File: src/rtl/rt_pkg.sv
package rt_pkg;

    localparam int DEF_ADDR_W = 4;
    localparam int DEF_PORT_W = 2;

    typedef enum logic [1:0] {
        LD_EMPTY   = 2'd0,
        LD_FILLING = 2'd1,
        LD_READY   = 2'd2
    } load_state_t;

endpackage

File: src/rtl/rt_scan_chain.sv
module rt_scan_chain #(
    parameter int CHAIN_LEN = 32
) (
    input  logic                 clk,
    input  logic                 rst_n,
    input  logic                 shift_i,
    input  logic                 serial_i,
    input  logic                 frozen_i,
    output logic [CHAIN_LEN-1:0] chain_o
);

    logic [CHAIN_LEN-1:0] chain_q;

    // New bits enter at bit 0; older bits move toward the MSB.
    generate
        if (CHAIN_LEN > 1) begin : g_multi
            always_ff @(posedge clk) begin
                if (!rst_n) begin
                    chain_q <= '0;
                end else if (shift_i) begin
                    chain_q <= {chain_q[CHAIN_LEN-2:0], serial_i};
                end
            end
        end else begin : g_single
            always_ff @(posedge clk) begin
                if (!rst_n) begin
                    chain_q <= '0;
                end else if (shift_i) begin
                    chain_q <= serial_i;
                end
            end
        end
    endgenerate

    assign chain_o = chain_q;

    // no shift, no change
    a_r2_hold_without_shift: assert property (@(posedge clk) disable iff (!rst_n)
        !shift_i |=> $stable(chain_q));

    // each shift lands the serial bit at the tail
    a_r3_tail_bit: assert property (@(posedge clk) disable iff (!rst_n)
        shift_i |=> chain_q[0] == $past(serial_i));

    // a frozen table never changes
    a_r8_frozen_stable: assert property (@(posedge clk) disable iff (!rst_n)
        frozen_i |=> $stable(chain_q));

endmodule

File: src/rtl/rt_load_ctrl.sv
module rt_load_ctrl
    import rt_pkg::*;
#(
    parameter int CHAIN_LEN = 32
) (
    input  logic clk,
    input  logic rst_n,
    input  logic scan_en_i,
    output logic shift_o,
    output logic ready_o
);

    localparam int CNT_W = (CHAIN_LEN > 1) ? $clog2(CHAIN_LEN) : 1;
    localparam logic [CNT_W-1:0] LAST_BIT = CNT_W'(CHAIN_LEN - 1);

    load_state_t state_q, state_d;
    logic [CNT_W-1:0] cnt_q;
    logic             shift_ok;
    logic             at_last;

    assign at_last = (cnt_q == LAST_BIT);

    // State register
    always_ff @(posedge clk) begin
        if (!rst_n) begin
            state_q <= LD_EMPTY;
        end else begin
            state_q <= state_d;
        end
    end

    // Next state
    always_comb begin
        state_d = state_q;
        unique case (state_q)
            LD_EMPTY, LD_FILLING: begin
                if (scan_en_i && at_last) begin
                    state_d = LD_READY;
                end else if (scan_en_i) begin
                    state_d = LD_FILLING;
                end
            end
            LD_READY: state_d = LD_READY;
            default:  state_d = LD_EMPTY;
        endcase
    end

    // Outputs
    always_comb begin
        shift_ok = 1'b0;
        ready_o  = 1'b0;
        unique case (state_q)
            LD_EMPTY, LD_FILLING: shift_ok = scan_en_i;
            LD_READY:             ready_o  = 1'b1;
            default: begin
                shift_ok = 1'b0;
                ready_o  = 1'b0;
            end
        endcase
    end

    assign shift_o = shift_ok;

    // Shift counter
    always_ff @(posedge clk) begin
        if (!rst_n) begin
            cnt_q <= '0;
        end else if (shift_ok && !at_last) begin
            cnt_q <= cnt_q + 1'b1;
        end
    end

    // ready rises only on the final counted shift
    a_r4_ready_on_last: assert property (@(posedge clk) disable iff (!rst_n)
        $rose(ready_o) |-> ($past(cnt_q) == LAST_BIT) && $past(scan_en_i));

    // ready never drops outside reset
    a_r4_ready_sticky: assert property (@(posedge clk) disable iff (!rst_n)
        ready_o |=> ready_o);

endmodule

File: src/rtl/rt_lookup.sv
module rt_lookup #(
    parameter int ADDR_W = 4,
    parameter int PORT_W = 2
) (
    input  logic                          clk,
    input  logic                          rst_n,
    input  logic                          valid_i,
    input  logic [ADDR_W-1:0]             addr_i,
    input  logic                          ready_i,
    input  logic [(1<<ADDR_W)*PORT_W-1:0] chain_i,
    output logic [PORT_W-1:0]             port_o,
    output logic                          valid_o
);

    localparam int ENTRIES = 1 << ADDR_W;

    logic [ADDR_W-1:0] addr_q;
    logic              vld_q;
    logic [PORT_W-1:0] entry [ENTRIES];

    // Entry g occupies chain bits [g*PORT_W +: PORT_W].
    generate
        for (genvar g = 0; g < ENTRIES; g++) begin : g_entry
            assign entry[g] = chain_i[g*PORT_W +: PORT_W];
        end
    endgenerate

    always_ff @(posedge clk) begin
        if (!rst_n) begin
            addr_q <= '0;
            vld_q  <= 1'b0;
        end else begin
            vld_q <= valid_i;
            if (valid_i) begin
                addr_q <= addr_i;
            end
        end
    end

    assign port_o  = entry[addr_q];
    assign valid_o = vld_q && ready_i;

    // a request against a ready table yields a valid result
    a_r6_valid_follows: assert property (@(posedge clk) disable iff (!rst_n)
        ($past(valid_i) && ready_i) |-> valid_o);

    // no request, no valid result
    a_r7_idle_invalid: assert property (@(posedge clk) disable iff (!rst_n)
        !$past(valid_i) |-> !valid_o);

    // the captured address holds without a request
    a_r7_addr_hold: assert property (@(posedge clk) disable iff (!rst_n)
        !valid_i |=> $stable(addr_q));

endmodule

File: src/rtl/dest_route_table.sv
module dest_route_table
    import rt_pkg::*;
#(
    parameter int ADDR_W = DEF_ADDR_W,
    parameter int PORT_W = DEF_PORT_W
) (
    input  logic              clk,
    input  logic              rst_n,
    input  logic              scan_en,
    input  logic              scan_in,
    input  logic              addr_valid,
    input  logic [ADDR_W-1:0] addr_in,
    output logic [PORT_W-1:0] port_out,
    output logic              port_valid,
    output logic              table_ready
);

    localparam int CHAIN_LEN = (1 << ADDR_W) * PORT_W;

    logic                 shift_en;
    logic                 ready;
    logic [CHAIN_LEN-1:0] chain;

    rt_load_ctrl #(
        .CHAIN_LEN(CHAIN_LEN)
    ) u_ctrl (
        .clk      (clk),
        .rst_n    (rst_n),
        .scan_en_i(scan_en),
        .shift_o  (shift_en),
        .ready_o  (ready)
    );

    rt_scan_chain #(
        .CHAIN_LEN(CHAIN_LEN)
    ) u_chain (
        .clk     (clk),
        .rst_n   (rst_n),
        .shift_i (shift_en),
        .serial_i(scan_in),
        .frozen_i(ready),
        .chain_o (chain)
    );

    rt_lookup #(
        .ADDR_W(ADDR_W),
        .PORT_W(PORT_W)
    ) u_lookup (
        .clk    (clk),
        .rst_n  (rst_n),
        .valid_i(addr_valid),
        .addr_i (addr_in),
        .ready_i(ready),
        .chain_i(chain),
        .port_o (port_out),
        .valid_o(port_valid)
    );

    assign table_ready = ready;

    // no valid result from an incomplete table
    a_r5_valid_needs_ready: assert property (@(posedge clk) disable iff (!rst_n)
        port_valid |-> table_ready);

    // the cycle after a reset shows an empty table
    a_r1_after_reset: assert property (@(posedge clk)
        !rst_n |=> !table_ready && !port_valid);

endmodule

File: config.mk
export PLATFORM = sky130hd
export DESIGN_NAME = dest_route_table
export DESIGN_NICKNAME = d
export VERILOG_FILES = /design/src/rtl/rt_pkg.sv /design/src/rtl/rt_scan_chain.sv /design/src/rtl/rt_load_ctrl.sv /design/src/rtl/rt_lookup.sv /design/src/rtl/dest_route_table.sv
export SDC_FILE = /design/constraint.sdc
export NUM_CORES = 1
export LEC_CHECK = 0
export ABC_AREA = 1
export BUFFER_PORTS_ARGS = -buffer_cell sky130_fd_sc_hd__buf_2
export CELL_PAD_IN_SITES_DETAIL_PLACEMENT = 0
export CELL_PAD_IN_SITES_GLOBAL_PLACEMENT = 2
export CORE_MARGIN = 2
export CORE_UTILIZATION = 32
export CTS_BUF_LIST = sky130_fd_sc_hd__clkbuf_4 sky130_fd_sc_hd__clkbuf_8
export DETAILED_ROUTE_END_ITERATION = 12
export GPL_TIMING_DRIVEN = 0
export PLACE_DENSITY_LB_ADDON = 0.1
export SLEW_MARGIN = 30
export SYNTH_ARGS = -nofsm -noshare
export SYNTH_HDL_FRONTEND = slang
export SYNTH_SLANG_ARGS = --single-unit
File: constraint.sdc
create_clock -name clk -period 1.2 [get_ports clk]
set_input_delay 0.24 -clock clk [delete_from_list [all_inputs] [get_ports clk]]
set_output_delay 0.24 -clock clk [all_outputs]
set_load 0.01 [all_outputs]
==> results.md, run 1 <==
- Setup TNS: -1440 ps
- Number of max-cap violations: 0
- Root Driver: clkbuf_8
- Net count after synthesis: 277
- TritonCTS clock tree: built
- Fin area: approximately 2500 sq um
- Fin. Hold Viols: 0
- Yosys top cell by area: dfxtp_1
- PwrDens: roughly 1200 nW/um^2
- Signal arrival time at the worst endpoint: ~1500 ps
- Part of the Yosys area used for sequential elements: a little under half
- Vias in the first global route: 1690
- First-pass GRT wire length: around 8500 microns
- First drt pass iteration count: 4
- Post-DRT Antenna Nets: 0
- Number of antenna repair diodes: 0
- Area post-placement: around 2100 sq um
- Worst setup EP type: output pin
- Remaining DRCs: 0
- Slew @ Worst Pin: 429 ps
- Footprint of the multi-input gates: between 900 and 1000 sq um
- Max-slew headroom: 71.4%
- Largest cells by area after synthesis: dfxtp_1 46%, a21oi_1 11%, o21ai_0 10%
- Num ports: 13
- HPWL Detailed: 3440 microns
- Core footprint: between 5000 and 6000 sq um
- Power Total: roughly 3.1 mW
- Hold crit path type: primary input to flop
- Vias: ~1700
- CP max FO: 5
- Cell row count: 28
- Reg area: just under 900 sq um
- Syn Area/Cell: ~7.3 sq um
- Mapped cell area: just under 2000 sq um
- CTS Buf Count: 5
- CTS Buffer Depth: 2
- Max Freq: just under 0.6 GHz
- Clk sinks: 44
- Place WS: -218 ps
- Pins Over Slew Limit: 0
- DR WL/cell: approximately 14 microns
- Synth Instances: between 200 and 300
- RSZ-0062 raised after global routing: yes
- Share of the synthesized area in the top cell type: a little under half
- 1st-iter DRT viols: 38
- Ys Warns: 0
- Fraction of layout cells with a size suffix above 1: just under 30%
- Clk Latency, worst-skew pair: about 300 ps
- Setup violations, final: 8
- Total die area: ~6700 sq um
- PortBufs: 12
- CP Class: flop to output pin
- Post-layout net count: just over 300
- Total wire length: around 5300 microns
- Initial antenna violation count: 0
- Failing checks: setup timing
- Synth Register Bits: 44
- Tmin final: 1690 ps
- Max VDD drop: around 0.6 mV
- Global route total overflow: 0
- Final Core Density: 42.6%
- Syn-to-layout area delta: 30.0%
- Data required, critical path: about 960 ps
- Max H-tree Level: 2
- Outcome: finished with violations
- GPL Wtd Cong: between 0.7 and 0.8
- Tot GR Track Use: between 10% and 20%
- Worst Skew: 9.73 ps
- Largest net degree at the start of global routing: 14
- Leakage: 1.05 nW
- Worst-path clk slew: roughly 90 ps
- Placed Cells: about 350
- Synth unique cells: 18
- Cell Count, Final, Fillers Out: 368
- Final WS setup: -489 ps
- # fillers: between 600 and 700
- Vias per inst: 4.74
- Hold WS: around 140 ps
- Startpoint class of the critical path: flop
- Chip height: about 80 microns
- Initial core utilization: between 30% and 40%
- Final worst path period share: 141%
- Chip width: 81.7 microns
synthesized netlist by cell type:
cell type  instances
a21oi_1           41
buf_2              3
buf_4              2
buf_6              4
clkbuf_1           3
clkbuf_2           2
dfxtp_1           44
ha_1               2
inv_1             40
inv_2              4
nand2_1           39
nand2_4            1
nand3_1           25
nor2_1             9
nor2_4             1
nor3_1             3
o21ai_0           40
o21ai_1            3
critical path: stages, from the launching register on:
cell     delay [ps]
dfxtp_4         450
buf_8           150
nand2_1          50
o21ai_1          70
nand2_1          80
nand3_2          70
nand3_2          80
nand2_1          70
buf_2           120
layout by cell type (no fill, tap or decap), types with 2 or more instances in the layout:
| master | netlist | final |
|---|---|---|
| buf_4 | 2 | 4 |
| nand2_1 | 39 | 30 |
| dfxtp_2 | 0 | 3 |
| nor2_4 | 1 | 3 |
| nand2_4 | 1 | 2 |
| o21ai_2 | 0 | 4 |
| o21ai_1 | 3 | 6 |
| ha_4 | 0 | 2 |
| nand3_2 | 0 | 16 |
| clkinv_2 | 0 | 2 |
| o21ai_0 | 40 | 33 |
| dfxtp_1 | 44 | 40 |
| nand2_2 | 0 | 8 |
| inv_2 | 4 | 2 |
| clkbuf_8 | 0 | 6 |
| clkbuf_1 | 3 | 3 |
| clkbuf_2 | 2 | 2 |
| nor2_1 | 9 | 6 |
| buf_8 | 0 | 3 |
| a21oi_1 | 41 | 40 |
| buf_2 | 3 | 13 |
| inv_1 | 40 | 38 |
| clkbuf_16 | 0 | 2 |
| nand3_1 | 25 | 9 |
| inv_6 | 0 | 2 |
| buf_6 | 4 | 6 |
where the power goes:
group / internal [mW] / total, mW / switching [mW]
Clock: 0.460 / 0.976 / 0.516
Sequential: 1.55 / 1.61 / 0.0606
Combinational: 0.228 / 0.548 / 0.320
Total: 2.24 / 3.14 / 0.897
repair_timing:
action | CTS | global route
hold endpoints to repair | 0 | 0
hold buffers | 0 | 0
pin swaps | 6 | 10
gates resized for setup | 20 | 44
endpoints found under the setup margin | 10 | 11
cloned | 1 | 2
setup buffers | 2 | 2
layer usage:
| layer | part of all wire [%] | vias to the layer above | global-route usage, % |
|---|---|---|---|
| met1 | 51 | 804 | 24.5 |
| met2 | 45 | 16 | 25.7 |
| li1 | - | 916 | - |
| met3 | 2.6 | 7 | 3.63 |
| met5 | 0 | - | 0 |
| met4 | 1.4 | 0 | 4.50 |
state kept, by name, summed over array words and instances, names as in the netlist:
| name | cells |
|---|---|
| u_ctrl.cnt_q | 5 |
| u_ctrl.state_q | 2 |
| u_lookup.addr_q | 4 |
| u_chain.chain_o | 32 |
| u_lookup.vld_q | 1 |
kinds of logic after synthesis:
kind of cell	share of synthesized area [%]
buffers and inverters	13.5
flip-flops	45.6
AO/OA/AOI/OAI	21.8
AND/OR/NAND/NOR	17.8
adder cells (fa/ha/maj)	1.30
final cells by class:
| cell class | instances | share of cell area, % |
|---|---|---|
| Buffer | 14 | 4.69 |
| Clock buffer | 6 | 3.29 |
| Clock inverter | 2 | 0.399 |
| Inverter | 44 | 7.28 |
| Multi-Input combinational cell | 164 | 38.8 |
| Sequential cell | 44 | 35.4 |
| Tap cell | 75 | 3.74 |
| Timing Repair Buffer | 19 | 6.43 |
worst paths after layout:
path | from | to | slack [ps] | depth (start not counted)
hold / removal | addr_valid | u_lookup.vld_q | 140 | 3
setup reg to reg | u_ctrl.cnt_q[0] | u_ctrl.cnt_q[2] | -110 | 8
setup / recovery | u_lookup.addr_q[0] | port_out[0] | -490 | 8
hold reg to reg | u_chain.chain_o[31] | u_chain.chain_o[31] | 460 | 2
No activity file was read; power rests on OpenSTA's default activity.
==> run 2, diff against run 1 <==
- PLACE_DENSITY: default -> 0.76
- PLACE_DENSITY_LB_ADDON: 0.1 -> default
==> results.md, run 2 (synthesized netlist as in run 1, its figures left out) <==
- Final Core Density: 42.4% (-0.28 points)
- Fin area: 2490 sq um (-0.65%)
- Placed Cells: 353 (unchanged)
- Hold crit path type: primary input to flop
- Max reg flops: 32 (unchanged)
- Clk sinks: 44 (unchanged)
- Power Total: 3.17 mW (+0.90%)
- PwrDens: 1270 nW/um^2 (+1.6%)
- TritonCTS clock tree: built
- Final WS setup: -428 ps (+61.0 ps)
- Max H-tree Level: 2 (unchanged)
- Cell row count: 28 (unchanged)
- # hold bufs at CTS: 0 (unchanged)
- GPL Wtd Cong: 0.798 (+7.0%)
- PortBufs: 12 (unchanged)
- Tot GR Track Use: 16.6% (-0.38 points)
- Number of antenna repair diodes: 0 (unchanged)
- Core footprint: 5890 sq um (unchanged)
- Met1 WL: 2590 microns (-2.8%)
- Vias in the first global route: 1627 (-3.7%)
- Switching pwr: 0.879 mW (-2.0%)
- Initial core utilization: 32.8% (unchanged)
- Slew @ Worst Pin: 435 ps (+5.85 ps)
- Fin. Hold Viols: 0 (unchanged)
- Tmin final: 1630 ps (-61.0 ps)
- Startpoint class of the critical path: flop
- CP max FO: 5 (unchanged)
- Post-DRT Antenna Nets: 0 (unchanged)
- CTS Buffer Depth: 2 (unchanged)
- Footprint of the multi-input gates: 972 sq um (-0.13%)
- Pint: 2.29 mW (+2.1%)
- Vias per inst: 4.73 (-0.21%)
- Data required, critical path: 960 ps (about the same)
- Combinational Power Share: 17.2% (-0.3 points)
- # fillers: 657 (+1.1%)
- Initial antenna violation count: 0 (unchanged)
- Total die area: 6670 sq um (unchanged)
- Hold Crit Depth: 3 (unchanged)
- Outcome: finished with violations
- Place WS: -206 ps (+12.0 ps)
- Reg area: 890 sq um (+0.14%)
- Worst Skew: 4.62 ps (-5.11 ps)
- Setup violations, final: 8 (unchanged)
- Hold WS: 134 ps (-2.83 ps)
- CTS Buf Count: 5 (unchanged)
- Leakage: 1.04 nW (-0.77%)
- Max Freq: 0.614 GHz (+3.7%)
- Reg power frac: 50.8% (-0.6 points)
- Met3 WL: 101 microns (-26%)
- DR WL/cell: 13.9 microns (-2.7%)
- Num ports: 13 (unchanged)
- DR top layer: met4
- Area post-placement: 2110 sq um (unchanged)
- Vias: 1744 (+0.057%)
- R2R cell count: 8 (unchanged)
- Syn-to-layout area delta: 29.2%
- Met2 WL: 2370 microns (-0.46%)
- Cell Count, Final, Fillers Out: 369 (+0.27%)
- CP Class: flop to output pin
- Max VDD drop: 0.719 mV (+22%)
- Max-slew headroom: 71.0% (-0.39 points)
- Root Driver: clkbuf_8
- Clk Latency, worst-skew pair: 290 ps (about the same)
- Fraction of layout cells with a size suffix above 1: 31.6% (+1.9 points)
- Total wire length: 5140 microns (-2.4%)
- Remaining DRCs: 0 (unchanged)
- Worst-path clk slew: 80 ps (about the same)
- Failing checks: setup timing
- Pins Over Slew Limit: 0 (unchanged)
- Post-layout net count: 304 (+0.33%)
- Most frequent cells in the layout: 39 x a21oi_1, 39 x dfxtp_1, 37 x inv_1
- Largest net degree at the start of global routing: 13 (-1)
- Number of max-cap violations: 0 (unchanged)
- Chip width: 81.7 microns (unchanged)
- Signal arrival time at the worst endpoint: 1390 ps (-60 ps)
- RSZ-0062 raised after global routing: yes
- Global route total overflow: 0 (unchanged)
- Chip height: 81.7 microns (unchanged)
- HPWL Detailed: 3470 microns (+0.75%)
- 1st-iter DRT viols: 46 (+21%)
- Sw frac: 27.8% (-0.83 points)
- Final worst path period share: 136% (-5.1 points)
- First drt pass iteration count: 4 (unchanged)
- Setup TNS: -1270 ps (+170 ps)
- First-pass GRT wire length: 8290 microns (-2.6%)
- Worst setup EP type: output pin
- Clock power frac: 32.0% (+0.9 points)
-- run 2: cell types whose count changed in the layout (fill, tap and decap cells not counted), sizes merged --
cell / previous run / this run
inv: 43 / 44
clkinv: 3 / 0
buf: 26 / 29
-- run 2: worst paths after layout --
path,startpoint,endpoint,slack [ps]
max,u_lookup.addr_q[0],port_out[0],-430
min,addr_valid,u_lookup.vld_q,130
max reg2reg,u_ctrl.cnt_q[0],u_ctrl.cnt_q[0],-90
min reg2reg,u_chain.chain_o[31],u_chain.chain_o[31],460
-- run 2: worst max-delay path: stages, from the launching register on --
cell,delay (ps)
dfxtp_4,400
inv_6,60
buf_16,140
nand2_2,60
nand3_1,70
nand3_2,90
nand3_2,80
nand2_1,70
buf_2,120
-- run 2: repair_timing --
item	in CTS	in global routing
buffers inserted	4	2
pin swaps	15	14
resized for setup	32	33
endpoints found under the setup margin	10	11
cloned	2	0
-- run 2: cell type report --
cell class,count,share of cell area (%)
clock buffers,8,3.91
multi-input cells,164,39.0
well taps,75,3.76
inverters,44,7.23
flip-flops and latches,44,35.7
repair buffers,20,6.02
plain buffers,14,4.42
-- run 2: metal layers --
metal	track usage, %	up-vias
li1	-	922
met1	22.2	806
met2	27.3	9
met3	3.08	7
met4	5.00	0
met5	0	-
-- run 2: power groups by stage --
stage / registers (mW) / logic [mW] / clock network [mW]
floorplan: 1.62 / 0.307 / 0
detailed placement: 1.63 / 0.432 / 0
CTS: 1.60 / 0.497 / 1.04
global placement: 1.63 / 0.431 / 0
global route: 1.62 / 0.613 / 1.12
finish: 1.61 / 0.545 / 1.01
==> run 3, diff against run 2 <==
- CELL_PAD_IN_SITES_GLOBAL_PLACEMENT: 2 -> 1
- CORE_UTILIZATION: 32 -> 45
- PLACE_DENSITY: 0.76 -> 0.8
- clock period: 1.2 -> 1.7 ns (I/O delays scaled with it)
==> results.md, run 3 (synthesized netlist as in run 1, its figures left out) <==
- Outcome: finished with violations
- Failing checks: setup timing
- TritonCTS clock tree: built
- Post-layout net count: 301 (-0.99%)
- Initial core utilization: 47.6% (+15 points)
- Total die area: 4830 sq um (-28%)
- Reg power frac: 53.4% (+2.6 points)
- CTS Buf Count: 5 (unchanged)
- Fin. Hold Viols: 0 (unchanged)
- Largest net degree at the start of global routing: 13 (unchanged)
- Fraction of layout cells with a size suffix above 1: 22.1% (-9.6 points)
- Cells along the critical path: inv_6, buf_6, nand2_2, nand3_2, nand3_2, nand3_2, nand2_1, buf_2
- Leakage: 1.01 nW (-2.8%)
- Slew @ Worst Pin: 378 ps (-56.8 ps)
- Switching pwr: 0.589 mW (-33%)
- Core footprint: 4060 sq um (-31%)
- Number of max-cap violations: 0 (unchanged)
- Signal arrival time at the worst endpoint: 1380 ps (about the same)
- Data required, critical path: 1360 ps (+400 ps)
- Buf+Inv Stages, Crit Path: 3 (unchanged)
- Number of antenna repair diodes: 0 (unchanged)
- Final Core Density: 57.2% (+15 points)
- Crit-path most repeated cell: nand3_2
- Max reg flops: 32 (unchanged)
- Clock power frac: 30.1% (-1.9 points)
- CP peak stage delay: 420 ps (+20 ps)
- Num ports: 13 (unchanged)
- Tot GR Track Use: 20.4% (+3.7 points)
- Chip width: 69.5 microns (-15%)
- Chip height: 69.5 microns (-15%)
- Max Freq: 0.583 GHz
- Worst r2r src: u_ctrl.cnt_q[0]
- Cell Count, Final, Fillers Out: 340 (-7.9%)
- Vias per inst: 5.14 (+8.7%)
- Hold crit path type: primary input to flop
- Total wire length: 4570 microns (-11%)
- PwrDens: 914 nW/um^2 (-28%)
- Placed Cells: 328 (-7.1%)
- Max-slew headroom: 74.8% (+3.8 points)
- Area post-placement: 2050 sq um (-2.6%)
- Clk Latency, worst-skew pair: 300 ps (about the same)
- Top delay family on crit path: flip-flops
- PortBufs: 12 (unchanged)
- Post-DRT Antenna Nets: 0 (unchanged)
- Final WS setup: -15.1 ps (+413 ps)
- Min-delay src: addr_valid
- HPWL Detailed: 3090 microns (-11%)
- CP Class: flop to output pin
- Initial antenna violation count: 0 (unchanged)
- Pint: 1.53 mW (-33%)
- Worst setup EP type: output pin
- Worst-path clk slew: 80 ps (about the same)
- Worst Hold Endpoint: u_lookup.vld_q
- Worst Skew: 9.67 ps (+5.05 ps)
- GPL Wtd Cong: 0.819 (+2.6%)
- Setup violations, final: 2 (-6)
- Max H-tree Level: 2 (unchanged)
- Clk sinks: 44 (unchanged)
- Worst reg2reg setup slack: 220 ps (+310 ps)
- CTS Buffer Depth: 2 (unchanged)
- First-pass GRT wire length: 7850 microns (-5.3%)
- Root Driver: clkbuf_8
- CP max FO: 5 (unchanged)
- Cell row count: 23 (-18%)
- Setup TNS: -28.7 ps (+1240 ps)
- Remaining DRCs: 0 (unchanged)
- Vias: 1747 (+0.17%)
- Pins Over Slew Limit: 0 (unchanged)
- First drt pass iteration count: 4 (unchanged)
- Vias in the first global route: 1691 (+3.9%)
- Final worst path period share: 101%
- Fin area: 2320 sq um (-7.0%)
- Most frequent cells in the layout: 43 x dfxtp_1, 41 x a21oi_1, 40 x inv_1
- Combinational Power Share: 16.5% (-0.7 points)
- R2r endpoint: u_ctrl.cnt_q[0]
- Max VDD drop: 0.430 mV (-40%)
- Startpoint class of the critical path: flop
- Slowest cell on crit path: dfxtp_4
- 1st-iter DRT viols: 68 (+48%)
- Tmin final: 1720 ps
- R2R cell count: 8 (unchanged)
- DR WL/cell: 13.4 microns (-3.4%)
- Global route total overflow: 0 (unchanged)
- Commonest non-fill, non-tap cell in the layout: dfxtp_1
- Syn-to-layout area delta: 20.2%
- RSZ-0062 raised after global routing: yes
- Sw frac: 27.8% (about the same)
- Hold Crit Depth: 3 (unchanged)
==> run 3: stage by stage <==
step,setup WS [ps],hold slack (ps),power [mW]
2_1_floorplan,364,429,1.35
3_3_place_gp,205,447,1.44
3_5_place_dp,208,453,1.44
4_1_cts,-12.9,240,2.11
5_1_grt,-95.3,250,2.24
6_report,-15.1,252,2.12
==> run 3: worst max path at each step <==
stage                             from         endpoint  slack [ps]  cells after the start
detailed placement  u_lookup.addr_q[1]      port_out[0]         210                      7
floorplan              u_ctrl.cnt_q[0]  u_ctrl.cnt_q[0]         360                      8
global route        u_lookup.addr_q[0]      port_out[0]        -100                      8
global placement    u_lookup.addr_q[1]      port_out[0]         200                      7
finish              u_lookup.addr_q[0]      port_out[1]         -20                      8
CTS                 u_lookup.addr_q[0]      port_out[1]         -10                      8
==> run 3: layout make-up <==
| type | instances | area [sq um] |
|---|---|---|
| Fill cell | 411 | 1740 |
| Sequential cell | 44 | 885 |
| Multi-Input combinational cell | 164 | 880 |
| Inverter | 44 | 175 |
| Timing Repair Buffer | 17 | 123 |
| Buffer | 14 | 114 |
| Clock buffer | 6 | 76.3 |
| Tap cell | 50 | 62.6 |
| Clock inverter | 1 | 5.00 |
==> run 3: repair_timing <==
action / 4_1_cts / 5_1_grt
setup buffers: 3 / 0
endpoints found under the setup margin: 2 / 3
cloned: 1 / 1
pin swaps: 1 / 14
hold buffers: 0 / 0
resized for setup: 17 / 25
==> run 3: per-layer routing <==
| metal | vias up | wire, microns | track usage [%] |
|---|---|---|---|
| li1 | 909 | - | - |
| met1 | 805 | 2300 | 27.3 |
| met2 | 26 | 2030 | 31.7 |
| met3 | 7 | 173 | 4.80 |
| met4 | 0 | 70 | 7.84 |
| met5 | - | 0 | 0 |
==> run 3: worst register-to-register path, stage by stage (launching register included) <==
cell     delay (ps)
dfxtp_1         320
ha_1            210
inv_1            70
nor2_1           50
ha_1            210
nor2_4          160
inv_1           130
o21ai_0         170
a21oi_1          50
==> run 3: power groups by stage <==
stage | Clock [mW] | Sequential [mW] | Combinational, mW
2_1_floorplan | 0 | 1.14 | 0.213
3_3_place_gp | 0 | 1.15 | 0.291
3_5_place_dp | 0 | 1.15 | 0.292
4_1_cts | 0.669 | 1.13 | 0.314
5_1_grt | 0.709 | 1.14 | 0.393
6_report | 0.639 | 1.13 | 0.349
